[config.mk]
export PLATFORM = sky130hd
export DESIGN_NAME = i2c_tenbit_target
export DESIGN_NICKNAME = d
export VERILOG_FILES = /design/src/rtl/i2c10_pkg.sv /design/src/rtl/i2c10_sync.sv /design/src/rtl/i2c10_cond.sv /design/src/rtl/i2c10_engine.sv /design/src/rtl/i2c_tenbit_target.sv
export SDC_FILE = /design/constraint.sdc
export NUM_CORES = 1
export LEC_CHECK = 0
export ABC_AREA = 0
export CAP_MARGIN = 25
export CORE_ASPECT_RATIO = 1.2
export CORE_MARGIN = 2
export CORE_UTILIZATION = 60
export CTS_CLUSTER_SIZE = 30
export DETAILED_ROUTE_END_ITERATION = 6
export DONT_BUFFER_PORTS = 1
export MAX_ROUTING_LAYER = met4
export PLACE_DENSITY = 0.76
export SYNTH_ARGS = -nofsm -noshare
export SYNTH_HDL_FRONTEND = slang
export SYNTH_SLANG_ARGS = --single-unit
[constraint.sdc]
create_clock -name clk -period 6.45 [get_ports clk]
set_clock_uncertainty 0.05 [all_clocks]
set_input_delay 0.645 -clock clk [delete_from_list [all_inputs] [get_ports clk]]
set_output_delay 0.645 -clock clk [all_outputs]
set_load 0.02 [all_outputs]
[src/rtl/i2c10_pkg.sv]
package i2c10_pkg;

    localparam int BYTE_W = 8;
    localparam int CNT_W  = $clog2(BYTE_W + 2);

    // bit counter values: ninth clock (acknowledge) and end of byte
    localparam logic [CNT_W-1:0] CNT_ACK = CNT_W'(BYTE_W);
    localparam logic [CNT_W-1:0] CNT_END = CNT_W'(BYTE_W + 1);

    localparam logic [4:0] HDR_CODE = 5'b11110;

    typedef enum logic [2:0] {
        ST_IDLE = 3'd0,
        ST_ADH  = 3'd1,
        ST_ADL  = 3'd2,
        ST_WR   = 3'd3,
        ST_RD   = 3'd4,
        ST_SKIP = 3'd5
    } t10_state_e;

    typedef struct packed {
        t10_state_e        state;
        t10_state_e        pend;
        logic [CNT_W-1:0]  cnt;
        logic [BYTE_W-1:0] rx;
        logic [BYTE_W-1:0] tx;
        logic              oe;
        logic              matched;
        logic              mnack;
        logic              wr_pulse;
        logic [BYTE_W-1:0] wr_data;
        logic              rd_pulse;
    } t10_regs_t;

endpackage

[src/rtl/i2c10_sync.sv]
module i2c10_sync #(
    parameter int STAGES = 2,
    parameter int W      = 2
) (
    input  logic         clk,
    input  logic         rst_n,
    input  logic [W-1:0] din,
    output logic [W-1:0] dout
);
    logic [W-1:0] stg_q [STAGES];

    for (genvar i = 0; i < STAGES; i++) begin : g_stage
        if (i == 0) begin : g_first
            always_ff @(posedge clk or negedge rst_n) begin
                if (!rst_n) stg_q[i] <= '1;
                else        stg_q[i] <= din;
            end
        end else begin : g_next
            always_ff @(posedge clk or negedge rst_n) begin
                if (!rst_n) stg_q[i] <= '1;
                else        stg_q[i] <= stg_q[i-1];
            end
        end
    end

    assign dout = stg_q[STAGES-1];
endmodule

[src/rtl/i2c10_cond.sv]
module i2c10_cond (
    input  logic clk,
    input  logic rst_n,
    input  logic scl_s,
    input  logic sda_s,
    output logic start_ev,
    output logic stop_ev,
    output logic scl_rise,
    output logic scl_fall
);
    typedef struct packed {
        logic scl;
        logic sda;
    } prev_t;

    prev_t prev_d, prev_q;

    always_comb begin
        prev_d.scl = scl_s;
        prev_d.sda = sda_s;
    end

    always_ff @(posedge clk or negedge rst_n) begin
        if (!rst_n) prev_q <= '1;
        else        prev_q <= prev_d;
    end

    assign start_ev = scl_s & prev_q.scl & prev_q.sda & ~sda_s;
    assign stop_ev  = scl_s & prev_q.scl & ~prev_q.sda & sda_s;
    assign scl_rise = scl_s & ~prev_q.scl;
    assign scl_fall = ~scl_s & prev_q.scl;
endmodule

[src/rtl/i2c10_engine.sv]
module i2c10_engine
    import i2c10_pkg::*;
#(
    parameter logic [9:0] TARGET_ADDR = 10'h2B6
) (
    input  logic              clk,
    input  logic              rst_n,
    input  logic              start_ev,
    input  logic              stop_ev,
    input  logic              scl_rise,
    input  logic              scl_fall,
    input  logic              sda_s,
    input  logic [BYTE_W-1:0] rd_data_i,
    output logic              sda_oe_o,
    output logic              wr_valid_o,
    output logic [BYTE_W-1:0] wr_data_o,
    output logic              rd_req_o
);
    t10_regs_t  d, q;
    logic       hdr_ok, lo_ok, ack_w;
    t10_state_e nxt_w;

    // verdict on the byte just received, used on the fall ending bit 8
    always_comb begin
        hdr_ok = (q.rx[7:3] == HDR_CODE) && (q.rx[2:1] == TARGET_ADDR[9:8]);
        lo_ok  = (q.rx == TARGET_ADDR[7:0]);
        ack_w  = 1'b0;
        nxt_w  = ST_SKIP;
        case (q.state)
            ST_ADH: begin
                if (!q.rx[0]) begin
                    ack_w = hdr_ok;
                    nxt_w = hdr_ok ? ST_ADL : ST_SKIP;
                end else begin
                    ack_w = hdr_ok && q.matched;
                    nxt_w = (hdr_ok && q.matched) ? ST_RD : ST_SKIP;
                end
            end
            ST_ADL: begin
                ack_w = lo_ok;
                nxt_w = lo_ok ? ST_WR : ST_SKIP;
            end
            ST_WR: begin
                ack_w = 1'b1;
                nxt_w = ST_WR;
            end
            default: begin
                ack_w = 1'b0;
                nxt_w = ST_SKIP;
            end
        endcase
    end

    always_comb begin
        d          = q;
        d.wr_pulse = 1'b0;
        d.rd_pulse = 1'b0;
        if (stop_ev) begin
            d.state   = ST_IDLE;
            d.cnt     = '0;
            d.oe      = 1'b0;
            d.matched = 1'b0;
        end else if (start_ev) begin
            d.state = ST_ADH;
            d.cnt   = '0;
            d.oe    = 1'b0;
        end else if (q.state != ST_IDLE && q.state != ST_SKIP) begin
            if (scl_rise) begin
                if (q.cnt < CNT_ACK) d.rx = {q.rx[BYTE_W-2:0], sda_s};
                if (q.cnt == CNT_ACK) d.mnack = sda_s;
                d.cnt = q.cnt + 1'b1;
            end else if (scl_fall) begin
                if (q.state == ST_RD) begin
                    if (q.cnt != '0 && q.cnt < CNT_ACK) begin
                        d.tx = {q.tx[BYTE_W-2:0], 1'b0};
                        d.oe = ~q.tx[BYTE_W-2];
                    end else if (q.cnt == CNT_ACK) begin
                        d.oe = 1'b0;
                    end else if (q.cnt == CNT_END) begin
                        d.cnt = '0;
                        if (q.mnack) begin
                            d.state = ST_SKIP;
                            d.oe    = 1'b0;
                        end else begin
                            d.tx       = rd_data_i;
                            d.oe       = ~rd_data_i[BYTE_W-1];
                            d.rd_pulse = 1'b1;
                        end
                    end
                end else begin
                    if (q.cnt == CNT_ACK) begin
                        d.oe   = ack_w;
                        d.pend = nxt_w;
                        if (q.state == ST_ADH && !q.rx[0]) d.matched = 1'b0;
                        if (q.state == ST_ADL) d.matched = lo_ok;
                        if (q.state == ST_WR) begin
                            d.wr_pulse = 1'b1;
                            d.wr_data  = q.rx;
                        end
                    end else if (q.cnt == CNT_END) begin
                        d.oe    = 1'b0;
                        d.cnt   = '0;
                        d.state = q.pend;
                        if (q.pend == ST_RD) begin
                            d.tx       = rd_data_i;
                            d.oe       = ~rd_data_i[BYTE_W-1];
                            d.rd_pulse = 1'b1;
                        end
                    end
                end
            end
        end
    end

    always_ff @(posedge clk or negedge rst_n) begin
        if (!rst_n) q <= '0;
        else        q <= d;
    end

    assign sda_oe_o   = q.oe;
    assign wr_valid_o = q.wr_pulse;
    assign wr_data_o  = q.wr_data;
    assign rd_req_o   = q.rd_pulse;
endmodule

[src/rtl/i2c_tenbit_target.sv]
module i2c_tenbit_target
    import i2c10_pkg::*;
#(
    parameter logic [9:0] TARGET_ADDR = 10'h2B6,
    parameter int         SYNC_STAGES = 2
) (
    input  logic              clk,
    input  logic              rst_n,
    input  logic              scl_i,
    input  logic              sda_i,
    output logic              sda_oe_o,
    output logic              wr_valid_o,
    output logic [BYTE_W-1:0] wr_data_o,
    output logic              rd_req_o,
    input  logic [BYTE_W-1:0] rd_data_i
);
    logic [1:0] pins_s;
    logic       scl_s, sda_s;
    logic       start_w, stop_w, rise_w, fall_w;

    i2c10_sync #(.STAGES(SYNC_STAGES), .W(2)) sync_i (
        .clk  (clk),
        .rst_n(rst_n),
        .din  ({scl_i, sda_i}),
        .dout (pins_s)
    );

    assign scl_s = pins_s[1];
    assign sda_s = pins_s[0];

    i2c10_cond cond_i (
        .clk     (clk),
        .rst_n   (rst_n),
        .scl_s   (scl_s),
        .sda_s   (sda_s),
        .start_ev(start_w),
        .stop_ev (stop_w),
        .scl_rise(rise_w),
        .scl_fall(fall_w)
    );

    i2c10_engine #(.TARGET_ADDR(TARGET_ADDR)) eng_i (
        .clk       (clk),
        .rst_n     (rst_n),
        .start_ev  (start_w),
        .stop_ev   (stop_w),
        .scl_rise  (rise_w),
        .scl_fall  (fall_w),
        .sda_s     (sda_s),
        .rd_data_i (rd_data_i),
        .sda_oe_o  (sda_oe_o),
        .wr_valid_o(wr_valid_o),
        .wr_data_o (wr_data_o),
        .rd_req_o  (rd_req_o)
    );
endmodule

# ---- After elaboration in Yosys (flattened, before gate mapping)
# Cells that the tools add are included.
dict set report totals {
  elab_cells 153
  reg_bits 45
}
dict set report op_classes {
  n_eq_ne 22
  n_lt_le_gt_ge 1
  add_sub_neg 1
  n_reduce_logical 31
  n_mux 66
  bitwise 17
}
# cell n
set op_table {}
lappend op_table {{$mux 9} 8}
lappend op_table {{$mux 10} 6}
lappend op_table {{$mux 3} 14}
lappend op_table {{$mux 8} 5}
lappend op_table {{$mux 39} 1}
lappend op_table {{$mux 4} 7}
lappend op_table {{$mux 1} 20}
lappend op_table {{$reduce_and 8->1} 2}
lappend op_table {{$reduce_bool 4->1} 4}
lappend op_table {{$reduce_and 5->1} 3}
lappend op_table {{$reduce_and 7->1} 2}
lappend op_table {{$mux 12} 1}
lappend op_table {{$reduce_bool 2->1} 6}
lappend op_table {{$reduce_bool 3->1} 4}
lappend op_table {{$reduce_and 11->1} 1}
lappend op_table {{$not 1->1} 10}
lappend op_table {{$reduce_bool 5->1} 2}
lappend op_table {{$ne 3x3->1 const B} 3}
lappend op_table {{$pmux 3 s3} 1}
lappend op_table {{$eq 4x4->1 const B} 2}
lappend op_table {{$eq 8x8->1 const B} 1}
lappend op_table {{$ne 2x2->1 const B} 4}
lappend op_table {{$and 1x1->1} 7}
lappend op_table {{$eq 3x2->1 const B} 2}
lappend op_table {{other kinds (17)} 22}

# ---- Longest topological paths before layout
dict set report logic_depth {
  depth_word 13
  depth_mapped 8
}

# ---- Cells and area by module
# A second synthesis with hierarchy kept.
dict set report hier_totals {
  cells_unflattened 205
  hier_area_um2 2293.4
}
# module instances area_each_um2 cells_per_inst seq_area_each_um2
set modules_own_cells {}
lappend modules_own_cells {i2c10_engine 1 2085.8 193 950.9}
lappend modules_own_cells {i2c10_sync 1 120.1 6 105.1}
lappend modules_own_cells {i2c10_cond 1 87.6 6 52.6}

# ---- Worst setup path after synthesis
# No wires, ideal clock.
dict set report synth_timing {
  kind {register to register}
  start {register eng_i.q[37] (netlist bit)}
  end {register eng_i.q[14] (netlist bit)}
  n_path_buf 2
  arrival_ns 2.051
  setup_time_ns 0.125
  path_slack_ns 4.225
  path_stages_with_launch 8
  path_cell_list {dfrtp_1 -> buf_6 -> or3b_4 -> buf_6 -> nor3_4 -> nor2_2 -> nor4_4 -> mux2_2}
}
dict set report synth_between {
  elab_chain_cells 3
  word_cells_on_any_way 10
}
# element line_no
set synth_lines {}
lappend synth_lines {{start, declared} i2c10_engine.sv:19} ;# t10_regs_t d, q;
lappend synth_lines {{start signal, assigned} i2c10_engine.sv:116} ;# if (!rst_n) q <= '0;
lappend synth_lines {{start signal, assigned} i2c10_engine.sv:117} ;# else q <= d;
lappend synth_lines {{$eq 3x3->1, or another cell as far along} i2c10_engine.sv:73} ;# if (q.state == ST_RD) begin
lappend synth_lines {{$ne 3x3->1 (no line), or another cell as far along} n/a}
lappend synth_lines {{$reduce_and 11->1 (no line)} n/a}
# Several ways; a longest one is shown, not always the timed one.
# A chain may end at the register's enable or synchronous reset.

# ---- Worst setup path in the final report
dict set report layout_timing {
  start {register eng_i.q[29] (netlist bit)}
  end {register eng_i.q[29] (netlist bit)}
}
dict set report layout_between {
  elab_chain_cells 10
  word_cells_on_any_way 17
}
# element line_no
set layout_lines {}
lappend layout_lines {{$eq 4x4->1} {i2c10_engine.sv:79, i2c10_engine.sv:100}}
lappend layout_lines {{$mux 4 (4 in a row)} n/a}
lappend layout_lines {{$mux 10} n/a}
lappend layout_lines {{$mux 4} i2c10_engine.sv:68} ;# if (scl_rise) begin
lappend layout_lines {{$mux 39} i2c10_engine.sv:67} ;# end else if (q.state != ST_IDLE && q.state != ST_SKIP) begin
lappend layout_lines {{$mux 4} i2c10_engine.sv:63} ;# end else if (start_ev) begin
lappend layout_lines {{$mux 4} i2c10_engine.sv:58} ;# if (stop_ev) begin
# Several ways; a longest one is shown, not always the timed one. The select of a mux whose other input is x is not followed.

==> summary.md <==
| Metric | Value |
|---|---|
| CTS sink count | `44` |
| Ant diodes | `0` |
| Initial core utilization | `61.3%` |
| Crit Path Max Fanout | `7` |
| Leak | `1.09 nW` |
| Critical Path End Type | `flop` |
| DR vias | `1658` |
| Maximum VDD drop | `0.167 mV` |
| Endpoints failing hold | `0` |
| Type of the worst min-delay path | `primary input to async pin` |
| Via density | `6.23` |
| Post-CTS setup buffers | `0` |
| Die ar. | `0.00448 mm2` |
| Worst skew pair latency | `0.29 ns` |
| Total power | `0.489 mW` |
| Horiz. Die Dim | `61.4 um` |
| Initial antenna violation count | `0` |
| Reg2reg start | `eng_i.q[29]` |
| PnR worst setup slack | `3.95 ns` |
| Most frequent cells in the layout | `dfrtp_1 (38), mux2_2 (24), nor2_1 (17), inv_1 (15), a21oi_1 (10)` |
| Mean Syn Cell Area | `10.9 um2` |
| Initial DRT Pass Iterations | `4` |
| Critical path, cell by cell | `inv_1, ha_1, nor2b_1, o32ai_1, a21boi_1, or2_2, a2bb2o_1` |
| CORE AREA | `0.00388 mm2` |
| Ys Warns | `0` |
| Drc violations | `0` |
| Net Count, Synth | `235` |
| Slew HR | `47.0%` |
| Pwr/cell area | `200 mW/mm2` |
| Share of cells above drive strength 1 | `25.5%` |
| Finished Core Util | `63.1%` |
| Layout area overhead | `3.00%` |
| Antenna viol nets, final | `0` |
| CP startpoint kind | `flop` |
| Largest net degree at the start of global routing | `39` |
| Total Wirelength | `4.64 mm` |
| Dominant synthesized flop cell | `dfrtp_1` |
| Inserted Clock Buffers | `5` |
| Slew @ Worst Pin | `0.793 ns` |
| IO buf count | `0` |
| Power share of the sequential group | `59.3%` |
| Worst-path clk slew | `0.09 ns` |
| Seq cells post-synth | `44` |
| Final Cycle Share | `38.7%` |
| Num rows | `25` |
| CP max stage delay | `0.51 ns` |
| Slowest-stage cell, CP | `nor2b_1` |
| Commonest non-fill, non-tap cell in the layout | `dfrtp_1` |
| Per-cell routed wire length | `17.4 um` |
| Total global-route track usage | `24.6%` |
| Status | `completed` |
| # Max-Cap Violations | `0` |
| Dpl ws | `4.05 ns` |
| Slew Viols, Final | `0` |
| IO Count | `23` |
| Post-detail-place hpwl | `3.33 mm` |
| Final setup fails | `0` |
| WS Path Type | `flop to flop` |
| DRT iter0 DRCs | `124` |
| GP Congestion | `0.863` |
| Number of synthesized flops with an enable pin | `0` |
| H-tree levels | `2` |
| Combinational power share | `5.4%` |
| Post-synthesis cell area | `0.00238 mm2` |
| Die height | `72.9 um` |
| Switching pwr | `0.120 mW` |
| Post-synthesis sequential area ratio | `46.7%` |
| Endpoint arrival time on the critical path | `2.63 ns` |
| Reg area | `0.00111 mm2` |
| Clk pwr share | `35.4%` |
| Root Buffer | `clkbuf_8` |
| Fmax | `401 MHz` |
| Grt ovf | `0` |
| Vias in the first global route | `1664` |
| Cell-internal power | `0.369 mW` |
| Fillers | `341` |
| Ys async rst share | `100%` |
| CP required | `6.58 ns` |
| # nets final | `229` |
| First-pass GRT wire length | `7.96 mm` |
| Synth cell types | `54` |
| Critical Path Source | `eng_i.q[29]` |
| Worst-case hold slack | `0.132 ns` |
| Final TNS setup | `0 ns` |
| Multi-input logic area | `0.00110 mm2` |
| CTS Buffer Depth | `2` |
| Net Sw Frac | `24.6%` |
| CTS tree | `yes` |
| Post-Synthesis Cells | `217` |
| Unrepaired setup endpoints after global routing | `false` |
| Fin crit period | `2.50 ns` |
## worst paths after layout
path                                       to  slack, ns  cells after the start
max                               eng_i.q[29]       3.95                      7
min                        eng_i.wr_data_o[2]       0.13                      1
max reg2reg                       eng_i.q[29]       3.95                      7
min in group clk              sync_i.stg_q[3]       0.29                      0
max in group asynchronous         eng_i.q[13]       6.04                      1
min reg2reg                    sync_i.dout[0]       0.31                      0
## sequential cells by signal, summed over array words and instances (netlist names)
name / flops
eng_i.q: 27
cond_i.prev_q: 2
eng_i.sda_oe_o: 1
eng_i.wr_data_o: 8
sync_i.stg_q: 2
eng_i.wr_valid_o: 1
sync_i.dout: 2
eng_i.rd_req_o: 1
## synth_stat cells, drive strengths merged (2+ instances only)
| master | instances | area, um2 |
|---|---|---|
| nor3b | 3 | 27.5 |
| xnor2 | 3 | 26.3 |
| or2 | 2 | 12.5 |
| a21oi | 10 | 50.1 |
| ha | 6 | 75.1 |
| o21ai | 7 | 35.0 |
| clkbuf | 2 | 7.51 |
| inv | 15 | 56.3 |
| a31oi | 2 | 12.5 |
| a22o | 6 | 60.1 |
| nand2 | 8 | 30.0 |
| or3 | 3 | 18.8 |
| nor2 | 18 | 70.1 |
| nor2b | 4 | 25.0 |
| nand3b | 3 | 22.5 |
| a21o | 2 | 15.0 |
| nand3 | 3 | 15.0 |
| nor3 | 6 | 41.3 |
| o31ai | 2 | 15.0 |
| mux2 | 24 | 270 |
| dfrtp | 38 | 951 |
| nand4 | 2 | 12.5 |
| o22ai | 4 | 25.0 |
| dfstp | 6 | 158 |
| nand2b | 2 | 12.5 |
| mux2i | 2 | 20.0 |
| buf | 12 | 98.8 |
## power groups by stage
stage          Combinational (mW)  Sequential [mW]  Clock, mW
2_1_floorplan              0.0174            0.292          0
3_3_place_gp               0.0193            0.295          0
6_report                   0.0263            0.290      0.173
4_1_cts                    0.0266            0.290      0.179
3_5_place_dp               0.0200            0.295          0
5_1_grt                    0.0300            0.291      0.190
## layer usage
metal  part of all wire (%)  global-route usage, %
met5                      0                      -
met4                    1.6                   7.80
met3                    6.1                   5.50
met2                     52                   38.5
met1                     40                   31.8
## kinds of logic after synthesis
kind of cell	share of synthesized area, %
compound gates	14.0
xor+xnor	1.47
fa+ha+maj	3.16
buf+inv	6.85
flops	46.7
mux	12.2
simple gates	15.7
## final cells by class
class | instances | area share, %
flip-flops and latches | 44 | 45.3
multi-input cells | 144 | 45.1
clock buffers | 5 | 2.81
well taps | 54 | 2.76
inverters | 15 | 2.30
clock inverters | 3 | 0.869
repair buffers | 1 | 0.818
## critical path: cells and delay by family, from the launching register on
kind                     cells  cell delay (ns)
adder cells (fa/ha/maj)      1             0.18
buffers and inverters        1             0.11
flip-flops                   1             0.44
AO/OA/AOI/OAI                3             0.88
AND/OR/NAND/NOR              2             0.71
## per-stage QoR
step	instances	cell area, um2
after detailed placement	257	2340
after global placement	257	2340
final	266	2450
after floorplan	217	2380
after global routing	266	2450
after CTS	266	2450
## what timing repair did
action,4_1_cts,5_1_grt
hold buffers,1,0
gates resized for setup,0,0
endpoints found under the hold margin,38,0
Note: power is estimated with default switching activity, not from simulation.
